## config.mk

```make
export PLATFORM = sky130hd
export DESIGN_NAME = dram_cycle_decoder
export DESIGN_NICKNAME = d
export VERILOG_FILES = /design/src/rtl/dram_cyc_pkg.sv /design/src/rtl/strobe_sampler.sv /design/src/rtl/cycle_classifier.sv /design/src/rtl/lane_ctrl.sv /design/src/rtl/dram_cycle_decoder.sv
export SDC_FILE = /design/constraint.sdc
export NUM_CORES = 1
export LEC_CHECK = 0
export ABC_AREA = 1
export BUFFER_PORTS_ARGS = -buffer_cell sky130_fd_sc_hd__buf_2
export CAP_MARGIN = 20
export CORE_MARGIN = 5
export CORE_UTILIZATION = 49
export CTS_BUF_LIST = sky130_fd_sc_hd__clkbuf_4
export DETAILED_ROUTE_END_ITERATION = 7
export GPL_TIMING_DRIVEN = 0
export PLACE_DENSITY = 0.85
export SETUP_SLACK_MARGIN = 0.15
export SYNTH_ARGS = -nofsm -noshare
export SYNTH_HDL_FRONTEND = slang
export SYNTH_SLANG_ARGS = --single-unit
```

## constraint.sdc

```tcl
create_clock -name clk_i -period 1.4 [get_ports clk_i]
set_input_delay 0.28 -clock clk_i [delete_from_list [all_inputs] [get_ports clk_i]]
set_output_delay 0.28 -clock clk_i [all_outputs]
set_load 0.1 [all_outputs]
```

## src/rtl/dram_cyc_pkg.sv

```systemverilog
package dram_cyc_pkg;
  typedef enum logic [2:0] {
    CYC_STANDBY    = 3'd0,
    CYC_READ       = 3'd1,
    CYC_EARLY_WR   = 3'd2,
    CYC_DELAYED_WR = 3'd3,
    CYC_RMW        = 3'd4,
    CYC_CBR        = 3'd5,
    CYC_RAS_ONLY   = 3'd6
  } cyc_e;

  function automatic logic cyc_is_write(cyc_e c);
    return (c == CYC_EARLY_WR) || (c == CYC_DELAYED_WR) || (c == CYC_RMW);
  endfunction

  function automatic logic cyc_may_drive(cyc_e c);
    return (c == CYC_READ) || (c == CYC_RMW);
  endfunction
endpackage

```

## src/rtl/strobe_sampler.sv

```systemverilog
module strobe_sampler #(
  parameter int LANES = 2
) (
  input  logic             clk_i,
  input  logic             rst_ni,
  input  logic             ras_ni,
  input  logic [LANES-1:0] cas_ni,
  input  logic             we_ni,
  output logic             ras_fall_o,
  output logic [LANES-1:0] cas_fall_o,
  output logic [LANES-1:0] cas_prev_low_o,
  output logic             we_fall_o
);
  logic ras_q, we_q;
  logic [LANES-1:0] cas_q;

  always_ff @(posedge clk_i or negedge rst_ni) begin
    if (!rst_ni) begin
      ras_q <= 1'b1;
      we_q  <= 1'b1;
    end else begin
      ras_q <= ras_ni;
      we_q  <= we_ni;
    end
  end

  for (genvar i = 0; i < LANES; i++) begin : g_lane
    always_ff @(posedge clk_i or negedge rst_ni) begin
      if (!rst_ni) cas_q[i] <= 1'b1;
      else         cas_q[i] <= cas_ni[i];
    end
    assign cas_fall_o[i]     = cas_q[i] & ~cas_ni[i];
    assign cas_prev_low_o[i] = ~cas_q[i];
  end

  assign ras_fall_o = ras_q & ~ras_ni;
  assign we_fall_o  = we_q & ~we_ni;
endmodule

```

## src/rtl/cycle_classifier.sv

```systemverilog
module cycle_classifier
  import dram_cyc_pkg::*;
#(
  parameter int LANES = 2
) (
  input  logic             clk_i,
  input  logic             rst_ni,
  input  logic             ras_ni,
  input  logic [LANES-1:0] cas_ni,
  input  logic             we_ni,
  input  logic             oe_ni,
  input  logic             ras_fall_i,
  input  logic [LANES-1:0] cas_fall_i,
  input  logic [LANES-1:0] cas_prev_low_i,
  input  logic             we_fall_i,
  output cyc_e             cls_next_o,
  output cyc_e             cls_o,
  output logic             skew_err_o
);
  cyc_e cls_q, cls_d;
  logic oe_seen_q, oe_seen_d;
  logic err_q, err_d;
  logic any_low, prev_any_low, access_open, late_fall;

  assign any_low      = |(~cas_ni);
  assign prev_any_low = |cas_prev_low_i;
  assign access_open  = ~prev_any_low & any_low;
  assign late_fall    = (|cas_fall_i) & prev_any_low;

  always_comb begin
    cls_d = cls_q;
    if (ras_ni)                cls_d = CYC_STANDBY;
    else if (ras_fall_i)       cls_d = prev_any_low ? CYC_CBR : CYC_RAS_ONLY;
    else if (cls_q == CYC_CBR) cls_d = CYC_CBR;
    else if (access_open)      cls_d = we_ni ? CYC_READ : CYC_EARLY_WR;
    else if (cls_q == CYC_READ && we_fall_i && any_low)
      cls_d = oe_seen_q ? CYC_RMW : CYC_DELAYED_WR;
  end

  always_comb begin
    oe_seen_d = oe_seen_q;
    if (ras_ni)           oe_seen_d = 1'b0;
    else if (access_open) oe_seen_d = ~oe_ni;
    else if (cls_d == CYC_READ && any_low && !oe_ni) oe_seen_d = 1'b1;
  end

  always_comb begin
    if (ras_ni) err_d = 1'b0;
    else        err_d = err_q | ((cls_d != CYC_CBR) & ~we_ni & late_fall);
  end

  always_ff @(posedge clk_i or negedge rst_ni) begin
    if (!rst_ni) begin
      cls_q     <= CYC_STANDBY;
      oe_seen_q <= 1'b0;
      err_q     <= 1'b0;
    end else begin
      cls_q     <= cls_d;
      oe_seen_q <= oe_seen_d;
      err_q     <= err_d;
    end
  end

  assign cls_next_o = cls_d;
  assign cls_o      = cls_q;
  assign skew_err_o = err_q;

  assert_cbr_entry_R2: assert property (@(posedge clk_i) disable iff (!rst_ni)
    (ras_fall_i && prev_any_low) |=> (cls_q == CYC_CBR));
  assert_row_only_entry_R3: assert property (@(posedge clk_i) disable iff (!rst_ni)
    (ras_fall_i && !prev_any_low) |=> (cls_q == CYC_RAS_ONLY));
  assert_class_hold_R8: assert property (@(posedge clk_i) disable iff (!rst_ni)
    (!ras_ni && !ras_fall_i && !access_open && !we_fall_i) |=> $stable(cls_q));
  assert_skew_sticky_R10: assert property (@(posedge clk_i) disable iff (!rst_ni)
    (err_q && !ras_ni) |=> err_q);
endmodule

```

## src/rtl/lane_ctrl.sv

```systemverilog
module lane_ctrl
  import dram_cyc_pkg::*;
#(
  parameter int LANES = 2
) (
  input  logic             clk_i,
  input  logic             rst_ni,
  input  cyc_e             cls_next_i,
  input  logic             ras_ni,
  input  logic [LANES-1:0] cas_ni,
  input  logic             we_ni,
  input  logic             oe_ni,
  output logic [LANES-1:0] wr_o,
  output logic [LANES-1:0] drv_o
);
  logic wr_ok, drv_ok;
  assign wr_ok  = ~ras_ni & ~we_ni & cyc_is_write(cls_next_i);
  assign drv_ok = ~ras_ni & we_ni & ~oe_ni & cyc_may_drive(cls_next_i);

  for (genvar i = 0; i < LANES; i++) begin : g_lane
    always_ff @(posedge clk_i or negedge rst_ni) begin
      if (!rst_ni) begin
        wr_o[i]  <= 1'b0;
        drv_o[i] <= 1'b0;
      end else begin
        wr_o[i]  <= wr_ok & ~cas_ni[i];
        drv_o[i] <= drv_ok & ~cas_ni[i];
      end
    end

    assert_own_strobe_R9: assert property (@(posedge clk_i) disable iff (!rst_ni)
      cas_ni[i] |=> (!wr_o[i] && !drv_o[i]));
  end
endmodule

```

## src/rtl/dram_cycle_decoder.sv

```systemverilog
module dram_cycle_decoder
  import dram_cyc_pkg::*;
#(
  parameter int LANES = 2
) (
  input  logic             clk_i,
  input  logic             rst_ni,
  input  logic             ras_ni,
  input  logic [LANES-1:0] cas_ni,
  input  logic             we_ni,
  input  logic             oe_ni,
  output logic [2:0]       cycle_o,
  output logic [LANES-1:0] lane_wr_o,
  output logic [LANES-1:0] lane_drv_o,
  output logic             skew_err_o
);
  logic             ras_fall, we_fall;
  logic [LANES-1:0] cas_fall, cas_prev_low;
  cyc_e             cls_next, cls_cur;

  strobe_sampler #(.LANES(LANES)) u_sampler (
    .clk_i, .rst_ni, .ras_ni, .cas_ni, .we_ni,
    .ras_fall_o(ras_fall), .cas_fall_o(cas_fall),
    .cas_prev_low_o(cas_prev_low), .we_fall_o(we_fall)
  );

  cycle_classifier #(.LANES(LANES)) u_class (
    .clk_i, .rst_ni, .ras_ni, .cas_ni, .we_ni, .oe_ni,
    .ras_fall_i(ras_fall), .cas_fall_i(cas_fall),
    .cas_prev_low_i(cas_prev_low), .we_fall_i(we_fall),
    .cls_next_o(cls_next), .cls_o(cls_cur), .skew_err_o(skew_err_o)
  );

  lane_ctrl #(.LANES(LANES)) u_lanes (
    .clk_i, .rst_ni, .cls_next_i(cls_next), .ras_ni, .cas_ni, .we_ni, .oe_ni,
    .wr_o(lane_wr_o), .drv_o(lane_drv_o)
  );

  assign cycle_o = cls_cur;

  assert_standby_R1: assert property (@(posedge clk_i) disable iff (!rst_ni)
    ras_ni |=> (cycle_o == 3'd0 && lane_wr_o == '0 && lane_drv_o == '0 && !skew_err_o));
  assert_write_class_R4: assert property (@(posedge clk_i) disable iff (!rst_ni)
    (|lane_wr_o) |-> (cycle_o == 3'd2 || cycle_o == 3'd3 || cycle_o == 3'd4));
  assert_drive_class_R5: assert property (@(posedge clk_i) disable iff (!rst_ni)
    (|lane_drv_o) |-> (cycle_o == 3'd1 || cycle_o == 3'd4));
  assert_refresh_quiet_R2: assert property (@(posedge clk_i) disable iff (!rst_ni)
    (cycle_o == 3'd5 || cycle_o == 3'd6) |-> (lane_wr_o == '0 && lane_drv_o == '0));
  assert_no_wr_drv_R9: assert property (@(posedge clk_i) disable iff (!rst_ni)
    (lane_wr_o & lane_drv_o) == '0);
endmodule

```

==> results.yml <==
route:
  routed_wl_mm: 1.38
  final_antenna_net_count: 0
  drc: 0
  dr.pass1.iters: 4
  drt_iter0_drc: 10
  vias: 578
  via_per_inst: 5.12
  routedWlPerCell_um: 12.2
grt:
  grt_max_degree: 14
  gr-total-overflow: 0
  antenna_found_initial: 0
  grt_usage: 0.156
  grt_pass1_wl_mm: 2.41
  grt_pass1_vias: 565
final_layout:
  final_util: 0.678
  nNetsFinal: 106
  fillCellCount: 106
  drive_gt1_frac: 0.571
  area_growth_pct: 29.8
  num_antenna_cells: 0
sta:
  setup_viol: 7
  worst_slack_ns: -0.121
  max_freq_ghz: 0.657
  layout_min_cycle_time_ns: 1.52
  maxSlewViolCount: 0
  hold_viol: 0
  tightest_slew_ns: 0.486
  relSlewSlack: 0.678
  post-route-period-util: 1.09
  finalClockSkew_ns: 0.00565
  rsz0062_at_grt: "true"
clock_tree:
  cts_sinks: 13
  clk_pin_slew_ns: 0.08
  cts-buffers-inserted: 3
  cts_tree: "done"
  h-tree-depth: 1
  clock_latency_ns: 0.27
  root_buffer: "clkbuf_4"
  cts_setup_buffers: 0
  max-clock-path-buffers: 2
pwr:
  swShare: 0.363
  powerDensity_nw_per_um2: 1080
  p_clk_frac: 0.253
  p_seq_frac: 0.438
  p_sw_uw: 350
  max-vdd-ir-drop_uv: 709
  p_int_uw: 614
  leakagePower_uw: 0.000450
  combPwrFrac: 0.309
worst_setup_path:
  cp.arrival_ns: 1.67
  crit_path_start_kind: "flop"
  worst_ep_required_time_ns: 1.55
  path_max_fanout: 3
  critPathCaptureType: "flop"
  path_class: "flop to flop"
synth:
  synth_seq_cells: 13
  syn_nets: 86
  post_synth_inst_count: 79
  ys_seq_area_frac: 0.480
  synthXorXnorAreaFrac: 0
  synthSimpleGateAreaFrac: 0.371
  synth_compound_gate_area_share: 0.0655
  synth_top_family_by_area: "simple AND/OR/NAND/NOR gates"
  netlist_area_um2: 688
  synth_fa_ha_area_frac: 0
  synth.distinct_cells: 19
  yosys_warnings: 0
  avgSynthCellArea_um2: 8.71
  synth_mux_area_frac: 0
die:
  die_y_um: 47.5
  coreArea_um2: 1320
  die_width_um: 47.5
  dieArea_um2: 2250
  io_pins: 15
  initial_core_util: 0.522
  rows: 13
flow_run:
  max-cap-violations: 0
placement:
  gp_congestion: 0.771
  port-buffer-count: 14
  dpl.hpwl_mm: 1.12
  pre_cts_ws_ns: -0.135
run_status:
  status: "finished, violations left"
  violations: "setup timing"
worst_hold_path:
  hp-class: "input pin to flop"
synthesized netlist by cell type:
cell type | count | share of area
nand3_1 | 6 | 0.044
nand2_2 | 7 | 0.064
nand4_1 | 1 | 0.0091
o21ai_0 | 1 | 0.0073
nor2_1 | 10 | 0.055
a21oi_1 | 1 | 0.0073
nand2_1 | 12 | 0.065
dfstp_2 | 4 | 0.15
nand3_2 | 6 | 0.087
o21bai_1 | 1 | 0.011
o22ai_1 | 1 | 0.0091
nor3_1 | 2 | 0.015
a31oi_4 | 1 | 0.031
inv_1 | 10 | 0.055
nor2_4 | 2 | 0.033
clkinv_1 | 1 | 0.0054
inv_2 | 3 | 0.016
clkinv_2 | 1 | 0.0073
dfrtp_1 | 9 | 0.33
worst max-delay path: stages, from the launching register on:
cell      delay [ns]
dfrtp_4         0.49
inv_4           0.07
nand2_4         0.04
nor2_4          0.10
nand3_2         0.11
nand2_1         0.08
nand2_1         0.06
nand2_2         0.09
nand3_2         0.08
o21bai_1        0.18
a21oi_1         0.10
registers in the layout, indices dropped and copies added (netlist names):
| signal | flops |
|---|---|
| u_class.cls_o | 3 |
| u_lanes.drv_o | 2 |
| u_lanes.wr_o | 2 |
| u_sampler.cas_q | 2 |
| u_class.oe_seen_q | 1 |
| u_class.skew_err_o | 1 |
| u_sampler.ras_q | 1 |
| u_sampler.we_q | 1 |
cell usage in the layout, fill, tap and decap left out, types with 2 or more instances in the layout:
cell type,synthesis,layout
nor2_4,2,2
inv_1,10,7
nand3_1,6,5
dfrtp_1,9,6
nand2_2,7,10
nand2_1,12,7
nand2_4,0,2
buf_2,0,7
nand3_2,6,6
nor2_2,0,2
dfrtp_4,0,2
nor3_1,2,2
dfstp_2,4,4
clkbuf_4,0,4
nor2_1,10,8
inv_2,3,5
buf_4,0,6
final cells by class:
cell class	instances	area, um2	share of cell area
clock buffers	4	30.0	0.0336
inverters	15	60.1	0.0672
multi-input cells	51	340	0.381
flip-flops and latches	13	339	0.380
well taps	15	18.8	0.0210
repair buffers	15	105	0.118
power groups by stage:
stage	logic [uW]	clock network (uW)	registers (uW)
floorplan	112	0	525
global placement	264	0	425
detailed placement	270	0	426
CTS	283	250	421
global route	319	277	426
finish	298	244	422
through the flow:
stage	power, uW	setup TNS, ns	instances	hold WS, ns	area [um2]
floorplan	637	-0.817	79	-0.0156	707
global placement	689	-0.468	108	0.171	796
detailed placement	696	-0.681	108	0.177	796
CTS	954	-0.461	113	0.146	865
global route	1020	-1.24	113	0.136	893
finish	964	-0.455	113	0.158	893
metal layers:
layer	up-vias	track usage	wire, um
li1	284	-	-
met1	272	0.200	561
met5	-	0	0
met2	20	0.259	705
met3	2	0.0489	107
met4	0	0.0331	7
what timing repair did:
action	CTS	global route
resized for setup	11	10
hold buffers	1	0
pin swaps	2	4
endpoints found under the hold margin	9	0
endpoints found under the setup margin	17	12
kinds of logic (layout without fill, tap and decap cells):
| kind of cell | count (synthesis) | in the layout |
|---|---|---|
| simple gates | 46 | 46 |
| buf+inv | 15 | 34 |
| flops | 13 | 13 |
| compound gates | 5 | 5 |
worst paths after layout:
path,cells past startpoint,from,slack [ns],endpoint
setup / recovery,10,u_class.cls_o[1],-0.12,u_class.skew_err_o
hold / removal,1,cas_ni[1],0.16,u_sampler.cas_q[1]
setup reg to reg,10,u_class.cls_o[1],-0.12,u_class.skew_err_o
hold reg to reg,2,u_class.skew_err_o,0.57,u_class.skew_err_o
max in group asynchronous,2,rst_ni,0.69,u_sampler.we_q
min in group asynchronous,2,rst_ni,0.42,u_lanes.drv_o[0]
No activity file was read; power rests on OpenSTA's default activity.
